<file path="src/rtl/bcd_rtc_pkg.sv">
package bcd_rtc_pkg;

    localparam logic [2:0] FLD_SEC   = 3'd0;
    localparam logic [2:0] FLD_MIN   = 3'd1;
    localparam logic [2:0] FLD_HOUR  = 3'd2;
    localparam logic [2:0] FLD_WDAY  = 3'd3;
    localparam logic [2:0] FLD_DATE  = 3'd4;
    localparam logic [2:0] FLD_MONTH = 3'd5;
    localparam logic [2:0] FLD_YEAR  = 3'd6;

    typedef struct packed {
        logic       run;
        logic [6:0] sec;
        logic [6:0] min;
        logic [6:0] hour;
        logic [2:0] wday;
        logic [5:0] date;
        logic [4:0] month;
        logic [7:0] year;
    } rtc_time_t;

    localparam rtc_time_t TIME_RESET = '{
        run: 1'b0, sec: 7'h00, min: 7'h00, hour: 7'h00,
        wday: 3'd1, date: 6'h01, month: 5'h01, year: 8'h00
    };

    // returns {carry, next units digit}
    function automatic logic [4:0] digit_step(input logic [3:0] u);
        if (u == 4'd9) return {1'b1, 4'd0};
        return {1'b0, u + 4'd1};
    endfunction

    function automatic logic year_is_leap(input logic [7:0] y);
        if (y[4]) return (y[3:0] == 4'd2) || (y[3:0] == 4'd6);
        return (y[3:0] == 4'd0) || (y[3:0] == 4'd4) || (y[3:0] == 4'd8);
    endfunction

    function automatic logic [5:0] month_last(input logic [4:0] m, input logic leap);
        case (m)
            5'h02:                      return leap ? 6'h29 : 6'h28;
            5'h04, 5'h06, 5'h09, 5'h11: return 6'h30;
            default:                    return 6'h31;
        endcase
    endfunction

endpackage

</file>
<file path="src/rtl/rtc_advance.sv">
module rtc_advance
    import bcd_rtc_pkg::*;
(
    input  rtc_time_t cur_i,
    input  logic      step_i,
    output rtc_time_t nxt_o
);
    logic [4:0] s_u, m_u, h_u, d_u, mo_u, y_u;
    logic [6:0] sec_inc, min_inc, hour_next;
    logic [5:0] date_inc, last_day;
    logic [4:0] mon_inc;
    logic [7:0] yr_inc;
    logic       sec_wrap, min_wrap, day_carry, month_end, year_wrap, pm_old;

    always_comb begin
        s_u      = digit_step(cur_i.sec[3:0]);
        m_u      = digit_step(cur_i.min[3:0]);
        h_u      = digit_step(cur_i.hour[3:0]);
        d_u      = digit_step(cur_i.date[3:0]);
        mo_u     = digit_step(cur_i.month[3:0]);
        y_u      = digit_step(cur_i.year[3:0]);
        sec_inc  = {cur_i.sec[6:4] + 3'(s_u[4]), s_u[3:0]};
        min_inc  = {cur_i.min[6:4] + 3'(m_u[4]), m_u[3:0]};
        date_inc = {cur_i.date[5:4] + 2'(d_u[4]), d_u[3:0]};
        mon_inc  = {cur_i.month[4] | mo_u[4], mo_u[3:0]};
        yr_inc   = {cur_i.year[7:4] + 4'(y_u[4]), y_u[3:0]};

        sec_wrap = (cur_i.sec == 7'h59);
        min_wrap = sec_wrap && (cur_i.min == 7'h59);
        pm_old   = cur_i.hour[5];
        day_carry = 1'b0;

        if (cur_i.hour[6]) begin
            if (cur_i.hour[4:0] == 5'h11) begin
                hour_next = {1'b1, ~pm_old, 5'h12};
                day_carry = pm_old;
            end else if (cur_i.hour[4:0] == 5'h12) begin
                hour_next = {1'b1, pm_old, 5'h01};
            end else begin
                hour_next = {1'b1, pm_old, cur_i.hour[4] | h_u[4], h_u[3:0]};
            end
        end else begin
            if (cur_i.hour[5:0] == 6'h23) begin
                hour_next = 7'h00;
                day_carry = 1'b1;
            end else begin
                hour_next = {1'b0, cur_i.hour[5:4] + 2'(h_u[4]), h_u[3:0]};
            end
        end

        last_day  = month_last(cur_i.month, year_is_leap(cur_i.year));
        month_end = (cur_i.date == last_day);
        year_wrap = (cur_i.month == 5'h12);

        nxt_o = cur_i;
        if (step_i) begin
            nxt_o.sec = sec_wrap ? 7'h00 : sec_inc;
            if (sec_wrap) nxt_o.min = (cur_i.min == 7'h59) ? 7'h00 : min_inc;
            if (min_wrap) begin
                nxt_o.hour = hour_next;
                if (day_carry) begin
                    nxt_o.wday = (cur_i.wday == 3'd7) ? 3'd1 : cur_i.wday + 3'd1;
                    nxt_o.date = month_end ? 6'h01 : date_inc;
                    if (month_end) begin
                        nxt_o.month = year_wrap ? 5'h01 : mon_inc;
                        if (year_wrap) nxt_o.year = (cur_i.year == 8'h99) ? 8'h00 : yr_inc;
                    end
                end
            end
        end
    end
endmodule

</file>
<file path="src/rtl/rtc_osc_monitor.sv">
module rtc_osc_monitor #(
    parameter int RUN_CYCLES  = 32,
    parameter int STOP_CYCLES = 32
) (
    input  logic clk,
    input  logic rst_n,
    input  logic run_i,
    input  logic osc_en_i,
    output logic running_o
);
    localparam int RUN_W  = $clog2(RUN_CYCLES);
    localparam int STOP_W = $clog2(STOP_CYCLES);
    localparam logic [RUN_W-1:0]  RUN_LAST  = RUN_W'(RUN_CYCLES - 1);
    localparam logic [STOP_W-1:0] STOP_LAST = STOP_W'(STOP_CYCLES - 1);

    typedef struct packed {
        logic [RUN_W-1:0]  run_cnt;
        logic [STOP_W-1:0] stop_cnt;
        logic              running;
    } mon_t;

    mon_t mon_d, mon_q;

    always_comb begin
        mon_d = mon_q;
        if (run_i) begin
            mon_d.stop_cnt = '0;
            if (osc_en_i) begin
                if (mon_q.run_cnt == RUN_LAST) mon_d.running = 1'b1;
                else                           mon_d.run_cnt = mon_q.run_cnt + 1'b1;
            end
        end else begin
            mon_d.run_cnt = '0;
            if (mon_q.stop_cnt == STOP_LAST) mon_d.running  = 1'b0;
            else                             mon_d.stop_cnt = mon_q.stop_cnt + 1'b1;
        end
    end

    always_ff @(posedge clk or negedge rst_n) begin
        if (!rst_n) mon_q <= '0;
        else        mon_q <= mon_d;
    end

    assign running_o = mon_q.running;
endmodule

</file>
<file path="src/rtl/rtc_match_cmp.sv">
module rtc_match_cmp #(
    parameter int FIELD_W = 7,
    parameter int FIELDS  = 3
) (
    input  logic [FIELDS*FIELD_W-1:0] now_i,
    input  logic [FIELDS*FIELD_W-1:0] ref_i,
    output logic                      match_o
);
    logic [FIELDS-1:0] eq;

    for (genvar g = 0; g < FIELDS; g++) begin : g_field
        assign eq[g] = (now_i[g*FIELD_W +: FIELD_W] == ref_i[g*FIELD_W +: FIELD_W]);
    end

    assign match_o = &eq;
endmodule

</file>
<file path="src/rtl/bcd_rtc_core.sv">
module bcd_rtc_core
    import bcd_rtc_pkg::*;
#(
    parameter int RUN_CYCLES  = 32,
    parameter int STOP_CYCLES = 32
) (
    input  logic       clk,
    input  logic       rst_n,
    input  logic       osc_clk_en,
    input  logic       sec_tick,
    input  logic       wr_en,
    input  logic [2:0] wr_addr,
    input  logic [7:0] wr_data,
    input  logic [6:0] alm_sec,
    input  logic [6:0] alm_min,
    input  logic [6:0] alm_hour,
    output logic [7:0] sec_reg,
    output logic [7:0] min_reg,
    output logic [7:0] hour_reg,
    output logic [7:0] wday_reg,
    output logic [7:0] date_reg,
    output logic [7:0] month_reg,
    output logic [7:0] year_reg,
    output logic       leap_year,
    output logic       osc_running,
    output logic       alarm_match
);
    rtc_time_t time_d, time_q, time_adv;

    rtc_advance i_advance (
        .cur_i  (time_q),
        .step_i (sec_tick & time_q.run),
        .nxt_o  (time_adv)
    );

    always_comb begin
        time_d = time_adv;
        if (wr_en) begin
            case (wr_addr)
                FLD_SEC:   begin time_d.run = wr_data[7]; time_d.sec = wr_data[6:0]; end
                FLD_MIN:   time_d.min   = wr_data[6:0];
                FLD_HOUR:  time_d.hour  = wr_data[6:0];
                FLD_WDAY:  time_d.wday  = wr_data[2:0];
                FLD_DATE:  time_d.date  = wr_data[5:0];
                FLD_MONTH: time_d.month = wr_data[4:0];
                FLD_YEAR:  time_d.year  = wr_data;
                default:   ;
            endcase
        end
    end

    always_ff @(posedge clk or negedge rst_n) begin
        if (!rst_n) time_q <= TIME_RESET;
        else        time_q <= time_d;
    end

    rtc_osc_monitor #(
        .RUN_CYCLES  (RUN_CYCLES),
        .STOP_CYCLES (STOP_CYCLES)
    ) i_osc_mon (
        .clk       (clk),
        .rst_n     (rst_n),
        .run_i     (time_q.run),
        .osc_en_i  (osc_clk_en),
        .running_o (osc_running)
    );

    rtc_match_cmp #(
        .FIELD_W (7),
        .FIELDS  (3)
    ) i_match (
        .now_i   ({time_q.hour, time_q.min, time_q.sec}),
        .ref_i   ({alm_hour, alm_min, alm_sec}),
        .match_o (alarm_match)
    );

    assign leap_year = year_is_leap(time_q.year);
    assign sec_reg   = {time_q.run, time_q.sec};
    assign min_reg   = {1'b0, time_q.min};
    assign hour_reg  = {1'b0, time_q.hour};
    assign wday_reg  = {5'b0, time_q.wday};
    assign date_reg  = {2'b0, time_q.date};
    assign month_reg = {2'b0, leap_year, time_q.month};
    assign year_reg  = time_q.year;
endmodule

</file>
<file path="config.mk">
export PLATFORM = sky130hd
export DESIGN_NAME = bcd_rtc_core
export DESIGN_NICKNAME = d
export VERILOG_FILES = /design/src/rtl/bcd_rtc_pkg.sv /design/src/rtl/rtc_advance.sv /design/src/rtl/rtc_osc_monitor.sv /design/src/rtl/rtc_match_cmp.sv /design/src/rtl/bcd_rtc_core.sv
export SDC_FILE = /design/constraint.sdc
export NUM_CORES = 1
export LEC_CHECK = 0
export BUFFER_PORTS_ARGS = -buffer_cell sky130_fd_sc_hd__buf_2
export CAP_MARGIN = 20
export CORE_MARGIN = 10
export CORE_UTILIZATION = 40
export CTS_CLUSTER_SIZE = 30
export DETAILED_ROUTE_END_ITERATION = 6
export PLACE_DENSITY = 0.67
export SYNTH_ARGS = -nofsm -noshare
export SYNTH_HDL_FRONTEND = slang
export SYNTH_SLANG_ARGS = --single-unit
export TNS_END_PERCENT = 100
</file>
<file path="constraint.sdc">
create_clock -name clk -period 6.7 [get_ports clk]
set_input_delay 2.01 -clock clk [delete_from_list [all_inputs] [get_ports clk]]
set_output_delay 2.01 -clock clk [all_outputs]
set_load 0.05 [all_outputs]
</file>
== Word-level counts from Yosys, hierarchy flattened ==
Index checks and enable logic that the tools add are counted.

* Reduce and logical (&&, ||, !) cells: 12
* Equality and inequality tests: 39
* Bitwise logic cells: 4
* Add/subtract/negate cells: 14
* Muxes and demuxes: 57

{| class="wikitable"
|+ Operator list
! operator !! number
|-
| 2-to-1 mux 5 bit || 18
|-
| 2-to-1 mux 43 bit || 2
|-
| 2-to-1 mux 7 bit || 7
|-
| == test 5 bit (second input constant) || 6
|-
| 2-to-1 mux 29 bit || 1
|-
| == test 4 bit (second input constant) || 7
|-
| adder 4 x 1 -> 4 bit (second input constant) || 6
|-
| 2-to-1 mux 6 bit || 4
|-
| 2-to-1 mux 8 bit || 3
|-
| 2-to-1 mux 22 bit || 1
|-
| == test 7 bit || 3
|-
| 2-to-1 mux 1 bit || 16
|-
| == test 7 bit (second input constant) || 2
|-
| 2-to-1 mux 13 bit || 1
|-
| == test 3 bit (second input constant) || 4
|-
| one-hot mux 6 bit (2 select lines) || 1
|-
| 2-to-1 mux 11 bit || 1
|-
| adder 5 x 1 -> 5 bit (second input constant) || 2
|-
| == test 5 x 3 -> 1 bit (second input constant) || 2
|-
| == test 4 x 3 -> 1 bit (second input constant) || 2
|-
| == test 8 bit (second input constant) || 1
|-
| adder 3 x 1 -> 3 bit || 2
|-
| == test 3 x 2 -> 1 bit (second input constant) || 2
|-
| == test 6 bit || 1
|-
| other kinds (22) || 31
|}

* Output and inout port bits: 59
* Bits of input ports: 37
* Bits in registers: 55
* Logic and storage cells: 137

== Depth between registers and ports, before layout ==
Gate-level depths: netlist of run 1.

* Depth in word-level cells: 13
* Gate-level depth with buffers: 11
* Gate-level depth less buffers: 10

== Hierarchy ==
A second synthesis of run 1 with hierarchy kept.

* Cell total of the unflattened synthesis: 423
* Area total of the unflattened synthesis: 4165.2 µm²

{| class="wikitable"
|+ By module, submodules not included
! module !! cells each !! instances !! area an instance (µm²) !! sequential area each (µm²)
|-
| bcd_rtc_core || 115 || 1 || 1828.0 || 1104.8
|-
| rtc_advance || 230 || 1 || 1550.2 || 0.0
|-
| rtc_osc_monitor || 50 || 1 || 554.3 || 275.3
|-
| rtc_match_cmp || 28 || 1 || 232.7 || 0.0
|}

== Least setup slack after synthesis of run 1 ==
No wires, ideal clock.

* Path type: input -> output
* From: input port alm_sec[5]
* To: output port alarm_match
* Slack: 0.656 ns
* Stages: 4
* Path buffers: 0
* Data required time: 4.690 ns
* Arrival time: 4.034 ns
* Path through: xor2_1 -> nor4_1 -> nand4_1 -> nor4_1

* Word-level cells in the longest chain between the ends: 2

{| class="wikitable"
|+ Ends and longest elaborated chain
! element !! line !! RTL
|-
| start: declaration || bcd_rtc_core.sv:14 || <nowiki>input logic [6:0] alm_sec,</nowiki>
|-
| == test 7 bit || rtc_match_cmp.sv:12 || <nowiki>assign eq[g] = (now_i[g*FIELD_W +: FIELD_W] == ref_i[g*FIELD_W +: FIELD_W]);</nowiki>
|-
| AND reduction 3 bit || rtc_match_cmp.sv:15 || <nowiki>assign match_o = &eq;</nowiki>
|-
| end: declaration || bcd_rtc_core.sv:26 || <nowiki>output logic alarm_match</nowiki>
|}

No other way between the ends.

== Worst setup path in the final report of run 1 ==
Ends and elaborated chain as after synthesis.

==> results of run 1 <==
cell type report:
class	count	area, um2
Tap cell	133	166.4
Multi-Input combinational cell	384	2469
Clock inverter	3	26.28
Antenna cell	1	2.502
Sequential cell	55	1380
Timing Repair Buffer	89	457.9
Inverter	13	48.80
Clock buffer	5	68.82
Fill cell	1008	5200
kinds of logic after synthesis:
family | Yosys count | synth area share [%]
AOI/OAI and AO/OA | 102 | 15.58
xor gates and xnor gates | 31 | 6.695
adders and majority gates | 21 | 6.479
buffers and inverters | 51 | 6.171
DFF | 55 | 34.03
muxes | 16 | 4.104
other | 1 | 0.09248
and+or+nand+nor | 203 | 26.84
per-stage QoR:
step           setup slack (ns)  utilization, %  power, mW  hold WS, ns
2_1_floorplan            0.6556               -     0.9969       0.4959
3_3_place_gp              1.199           45.97      1.143       0.5139
3_5_place_dp              1.187           45.97      1.157       0.5233
4_1_cts                   1.184           46.94      1.361       0.5507
5_1_grt                   1.141           47.02      1.447       0.5673
6_report                  1.273           47.04      1.351       0.5436
critical path, stage by stage:
cell and delay [ns]:
buf_2 0.10, xor2_1 0.13, nor4_1 0.43, nand4_1 0.20, nor4_1 0.24, buf_2 0.30
worst paths after layout:
kind                                startpoint             endpoint  slack [ns]
setup / recovery                    alm_sec[5]          alarm_match        1.27
setup reg to reg                   hour_reg[0]          year_reg[6]        3.52
hold / removal             i_osc_mon.running_o  i_osc_mon.running_o        0.54
hold reg to reg            i_osc_mon.running_o  i_osc_mon.running_o        0.54
max in group asynchronous                rst_n           min_reg[5]        4.40
min in group asynchronous                rst_n          year_reg[0]        1.82
layout by cell type (no fill, tap or decap), types with 3 or more instances in the layout:
master,count
buf_2,84
nand2_1,62
dfrtp_1,52
nor2_1,32
o21ai_0,30
a21oi_1,25
xor2_1,21
ha_1,21
nor3_1,17
inv_1,13
nor2b_1,12
nand3_1,11
mux2i_1,11
conb_1,11
a31oi_1,10
xnor2_1,10
and2_1,9
nand4_1,9
and3_1,8
nand2b_1,7
nor4_1,7
a22oi_1,6
o31ai_1,6
nand3b_1,5
nand4b_1,5
mux2_2,5
clkbuf_8,5
buf_4,4
a22o_1,3
o21ai_1,3
dfstp_2,3
power groups by stage:
stage / clock (mW) / combinational (mW) / sequential [mW]
2_1_floorplan: 0 / 0.295 / 0.702
3_3_place_gp: 0 / 0.602 / 0.541
3_5_place_dp: 0 / 0.612 / 0.545
4_1_cts: 0.209 / 0.614 / 0.538
5_1_grt: 0.223 / 0.665 / 0.559
6_report: 0.203 / 0.607 / 0.541
routing by layer:
| layer | up-vias | share of wire (%) | global-route usage, % |
|---|---|---|---|
| li1 | 1828 | - | - |
| met1 | 1819 | 46 | 20.19 |
| met2 | 104 | 47 | 25.41 |
| met3 | 2 | 6.9 | 3.630 |
| met4 | 0 | 0.33 | 2.866 |
| met5 | - | 0 | 0 |
==> summary.md, run 1 <==
| Metric | Value |
|---|---|
| Vias per cell | `5.495` |
| DR WL/cell | `16.66 um` |
| Core box area | `9819 um2` |
| Initial Util | `41.30%` |
| Synthesized area per cell | `8.448 um2` |
| Routed vias | `3753` |
| Top cells by area, synth | `dfrtp_1 32%, ha_1 6.5%, nand2_1 5.7%` |
| Area of the mapped netlist | `4055 um2` |
| Sequential share of power | `40.0%` |
| Leading area contributor after synthesis | `dfrtp_1` |
| Setup TNS | `0 ns` |
| RSZ-0062 raised after global routing | `no` |
| Antenna Nets Post-Route | `0` |
| Largest net degree at the start of global routing | `56` |
| Final std cells w/o fill | `683` |
| Share of cells above drive strength 1 | `21.31%` |
| EDFF count, synth | `0` |
| Cells on Worst Hold Path | `2` |
| Clock power share | `15.0%` |
| Actual slew at the worst max-slew pin | `0.9775 ns` |
| P per Cell Area | `292.4 nW/um2` |
| Clock Path Buffers | `2` |
| Lkg Pwr | `2.113 nW` |
| Number of synthesized register bits | `55` |
| # setup viols final | `0` |
| Critical path required time | `4.69 ns` |
| Top-area cell type share of the netlist area | `32.09%` |
| Critical Path Fanout Max | `1` |
| Area grow syn2layout | `13.92%` |
| Synth Instances | `480` |
| Max_cap viols | `0` |
| Switching share of power | `50.26%` |
| Placed Instances | `673` |
| Hold/Removal Path Class | `reg2reg` |
| Htree depth | `2` |
| Clock transition at path regs | `0.11 ns` |
| Overall routing resource usage | `15.41%` |
| Grt ovf | `0` |
| Nets@finish | `606` |
| CTS tree | `built` |
| Type of origin of the critical path | `input pin` |
| Detail Placement HPWL | `8391 um` |
| Outcome | `finished, final reports clean` |
| Die Y-Extent | `120.7 um` |
| Post-synthesis sequential area ratio | `34.03%` |
| Reg2Reg Depth | `6` |
| Iter 0 DRT Violations | `261` |
| Crit Path Class | `in2out` |
| Root buf cell | `clkbuf_8` |
| Vias in the first global route | `3671` |
| Synth async-reset ratio | `100.0%` |
| Top_reg_cell synth | `dfrtp_1` |
| Fmax achieved | `0.1843 GHz` |
| Drt pass-1 iters | `7` |
| Post-Layout Inst Area | `4619 um2` |
| Commonest cells post-synth | `62 x nand2_1, 52 x dfrtp_1, 32 x nor2_1` |
| Sw Pwr | `678.9 uW` |
| DRC | `0` |
| Data arrival, critical path | `3.42 ns` |
| Min Clock Period, post-route | `5.427 ns` |
| Max FFs per register | `10` |
| Initial antenna violation count | `1` |
| Number of unique standard cell types used by synthesis | `65` |
| CTS sink cnt | `55` |
| RD Place Congestion | `0.8409` |
| Fin crit share | `81.00%` |
| Postcts setup bufs | `0` |
| Final wirelength | `11380 um` |
| Final Hold Viols | `0` |
| Max VDD drop | `0.0001795 V` |
| First-pass GRT wire length | `18740 um` |
| CTS resizes | `0` |
| Post-DP Area | `4514 um2` |
| Slew HR | `33.98%` |
| Slew Viols, Final | `0` |
| Hold-fix buffers, CTS | `0` |
| Chip Width | `120.7 um` |
| PortBufs | `84` |
| Skew-Pair Late Insertion Delay | `0.32 ns` |
| Row count | `36` |
| Io pins | `96` |
| Count leader, synth | `nand2_1` |
| DIE AREA | `14560 um2` |
| CP Capture Type | `output port` |
| Int Power | `672.0 uW` |
| Logic pwr share | `45.0%` |
| TritonCTS buffer count | `5` |
| Clock skew | `0.009404 ns` |
| Ys Warns | `0` |
No activity file was read; power rests on OpenSTA's default activity.
==> run 2, diff against run 1 <==
- PLACE_DENSITY: 0.67 -> 0.7
- clock period: 6.7 -> 4.6 ns (I/O delays scaled with it)
==> summary.md, run 2 (synthesized netlist as in run 1, its figures left out) <==
| Metric | Value |
|---|---|
| Io pins | `96` |
| Max_cap viols | `0` |
| Internal reg-to-reg setup slack | `1.49 ns` |
| Levels on crit path | `6` |
| Crit Path Class | `in2out` |
| Critical path required time | `3.22 ns` |
| Core box area | `9819 um2` |
| Worst path top cell family by delay | `simple AND/OR/NAND/NOR gates` |
| Max FFs per register | `10` |
| Outcome | `finished, final reports clean` |
| CP Capture Type | `output port` |
| Min Clock Period, post-route | `4.183 ns` |
| Vias in the first global route | `3660` |
| DIE AREA | `14560 um2` |
| Clock skew | `0.003974 ns` |
| Data arrival, critical path | `2.80 ns` |
| Max stage delay cell, worst path | `nor4_1` |
| Actual slew at the worst max-slew pin | `0.9134 ns` |
| Worst setup path startpoint | `alm_hour[3]` |
| Row count | `36` |
| Htree depth | `2` |
| Clock transition at path regs | `0.11 ns` |
| Lkg Pwr | `2.134 nW` |
| CTS sink cnt | `55` |
| CTS tree | `built` |
| Final wirelength | `11720 um` |
| Vias per cell | `5.567` |
| Grt ovf | `0` |
| Iter 0 DRT Violations | `293` |
| RD Place Congestion | `0.8663` |
| TritonCTS buffer count | `5` |
| Post-DP Area | `4528 um2` |
| PortBufs | `84` |
| Reg2Reg Depth | `6` |
| Initial antenna violation count | `1` |
| Fin crit share | `90.94%` |
| Final Hold Viols | `0` |
| Drt pass-1 iters | `5` |
| Clock Path Buffers | `2` |
| Fmax achieved | `0.2391 GHz` |
| RSZ-0062 raised after global routing | `no` |
| Type of origin of the critical path | `input pin` |
| Postcts setup bufs | `0` |
| P per Cell Area | `444.4 nW/um2` |
| Hold/Removal Path Class | `reg2reg` |
| Root buf cell | `clkbuf_8` |
| Die Y-Extent | `120.7 um` |
| Critical Path Max Stage Delay | `0.42 ns` |
| Worst path most repeated cell | `buf_2` |
| Setup crit end | `alarm_match` |
| Overall routing resource usage | `15.47%` |
| DRC | `0` |
| CTS resizes | `0` |
| Worst r2r src | `hour_reg[0]` |
| Routed vias | `3808` |
| Skew-Pair Late Insertion Delay | `0.31 ns` |
| Critical Path Fanout Max | `1` |
| Most frequent cells in the layout | `85 x buf_2, 62 x nand2_1, 52 x dfrtp_1, 32 x nor2_1, 30 x o21ai_0` |
| Post-Layout Inst Area | `4672 um2` |
| DR WL/cell | `17.13 um` |
| Chip Width | `120.7 um` |
| Slew Viols, Final | `0` |
| Setup TNS | `0 ns` |
| # setup viols final | `0` |
| Antenna Nets Post-Route | `0` |
| Largest net degree at the start of global routing | `40` |
| CP Buf/Inv Count | `2` |
| Initial Util | `41.30%` |
| First-pass GRT wire length | `18730 um` |
| Detail Placement HPWL | `8689 um` |
| Max VDD drop | `0.0002700 V` |
| Nets@finish | `607` |
| Crit path cell chain | `buf_2 -> xor2_1 -> nor4_1 -> nand4_1 -> nor4_2 -> buf_2` |
| R2r endpoint | `month_reg[3]` |
| Area grow syn2layout | `15.21%` |
| Slew HR | `39.10%` |
| Commonest non-fill, non-tap cell in the layout | `buf_2` |
| Hold-fix buffers, CTS | `0` |
| Share of cells above drive strength 1 | `21.64%` |
==> run 2: cell count changes in the layout (fill, tap and decap cells not counted), sizes merged <==
cell / delta
bufinv: +2
clkinv: -1
clkinvlp: +1
clkbuf: -1
buf: +2
inv: -2
==> run 2: layout make-up <==
| type | instances | area [um2] |
|---|---|---|
| Fill cell | 970 | 5147 |
| Multi-Input combinational cell | 384 | 2475 |
| Sequential cell | 55 | 1380 |
| Timing Repair Buffer | 90 | 462.9 |
| Tap cell | 133 | 166.4 |
| Clock buffer | 5 | 68.82 |
| Clock inverter | 3 | 67.56 |
| Inverter | 13 | 48.80 |
| Antenna cell | 1 | 2.502 |
==> run 2: worst min path at each step <==
stage                         from                  end  slack [ns]  cells past startpoint
2_1_floorplan   i_osc_mon.mon_q[5]   i_osc_mon.mon_q[5]        0.50                      2
6_report       i_osc_mon.running_o  i_osc_mon.running_o        0.55                      2
3_5_place_dp   i_osc_mon.running_o  i_osc_mon.running_o        0.52                      2
3_3_place_gp    i_osc_mon.mon_q[5]   i_osc_mon.mon_q[5]        0.51                      2
5_1_grt        i_osc_mon.running_o  i_osc_mon.running_o        0.59                      2
4_1_cts        i_osc_mon.running_o  i_osc_mon.running_o        0.55                      2
==> run 2: power by group <==
group	internal [mW]	leakage, nW	switching (mW)
logic	0.278	1.40	0.620
registers	0.589	0.674	0.195
clock network	0.217	0.0644	0.176
==> run 2: worst register-to-register path, delay by kind of cell (launching register included) <==
kind             cells  cell delay, ns
AO/OA/AOI/OAI        2            0.83
flip-flops           1            0.60
multiplexers         1            0.27
AND/OR/NAND/NOR      3            1.27
==> run 2: stage by stage <==
stage | setup WS [ns] | std cells | util [%] | power (mW) | hold WS [ns]
2_1_floorplan | 0.3696 | 490 | - | 1.454 | 0.4959
3_3_place_gp | 0.4723 | 674 | 46.11 | 1.665 | 0.5143
3_5_place_dp | 0.3887 | 674 | 46.11 | 1.695 | 0.5218
4_1_cts | 0.3918 | 682 | 47.50 | 2.083 | 0.5459
5_1_grt | 0.3135 | 683 | 47.55 | 2.202 | 0.5894
6_report | 0.4169 | 684 | 47.58 | 2.076 | 0.5504
==> run 2: layer usage <==
metal  global-route usage [%]  up-vias  share of wire (%)
met5                        0        -                  0
met4                    3.318        0                1.3
met3                    4.607       12                7.6
met2                    25.31      136                 47
met1                    19.69     1826                 44
li1                         -     1834                  -
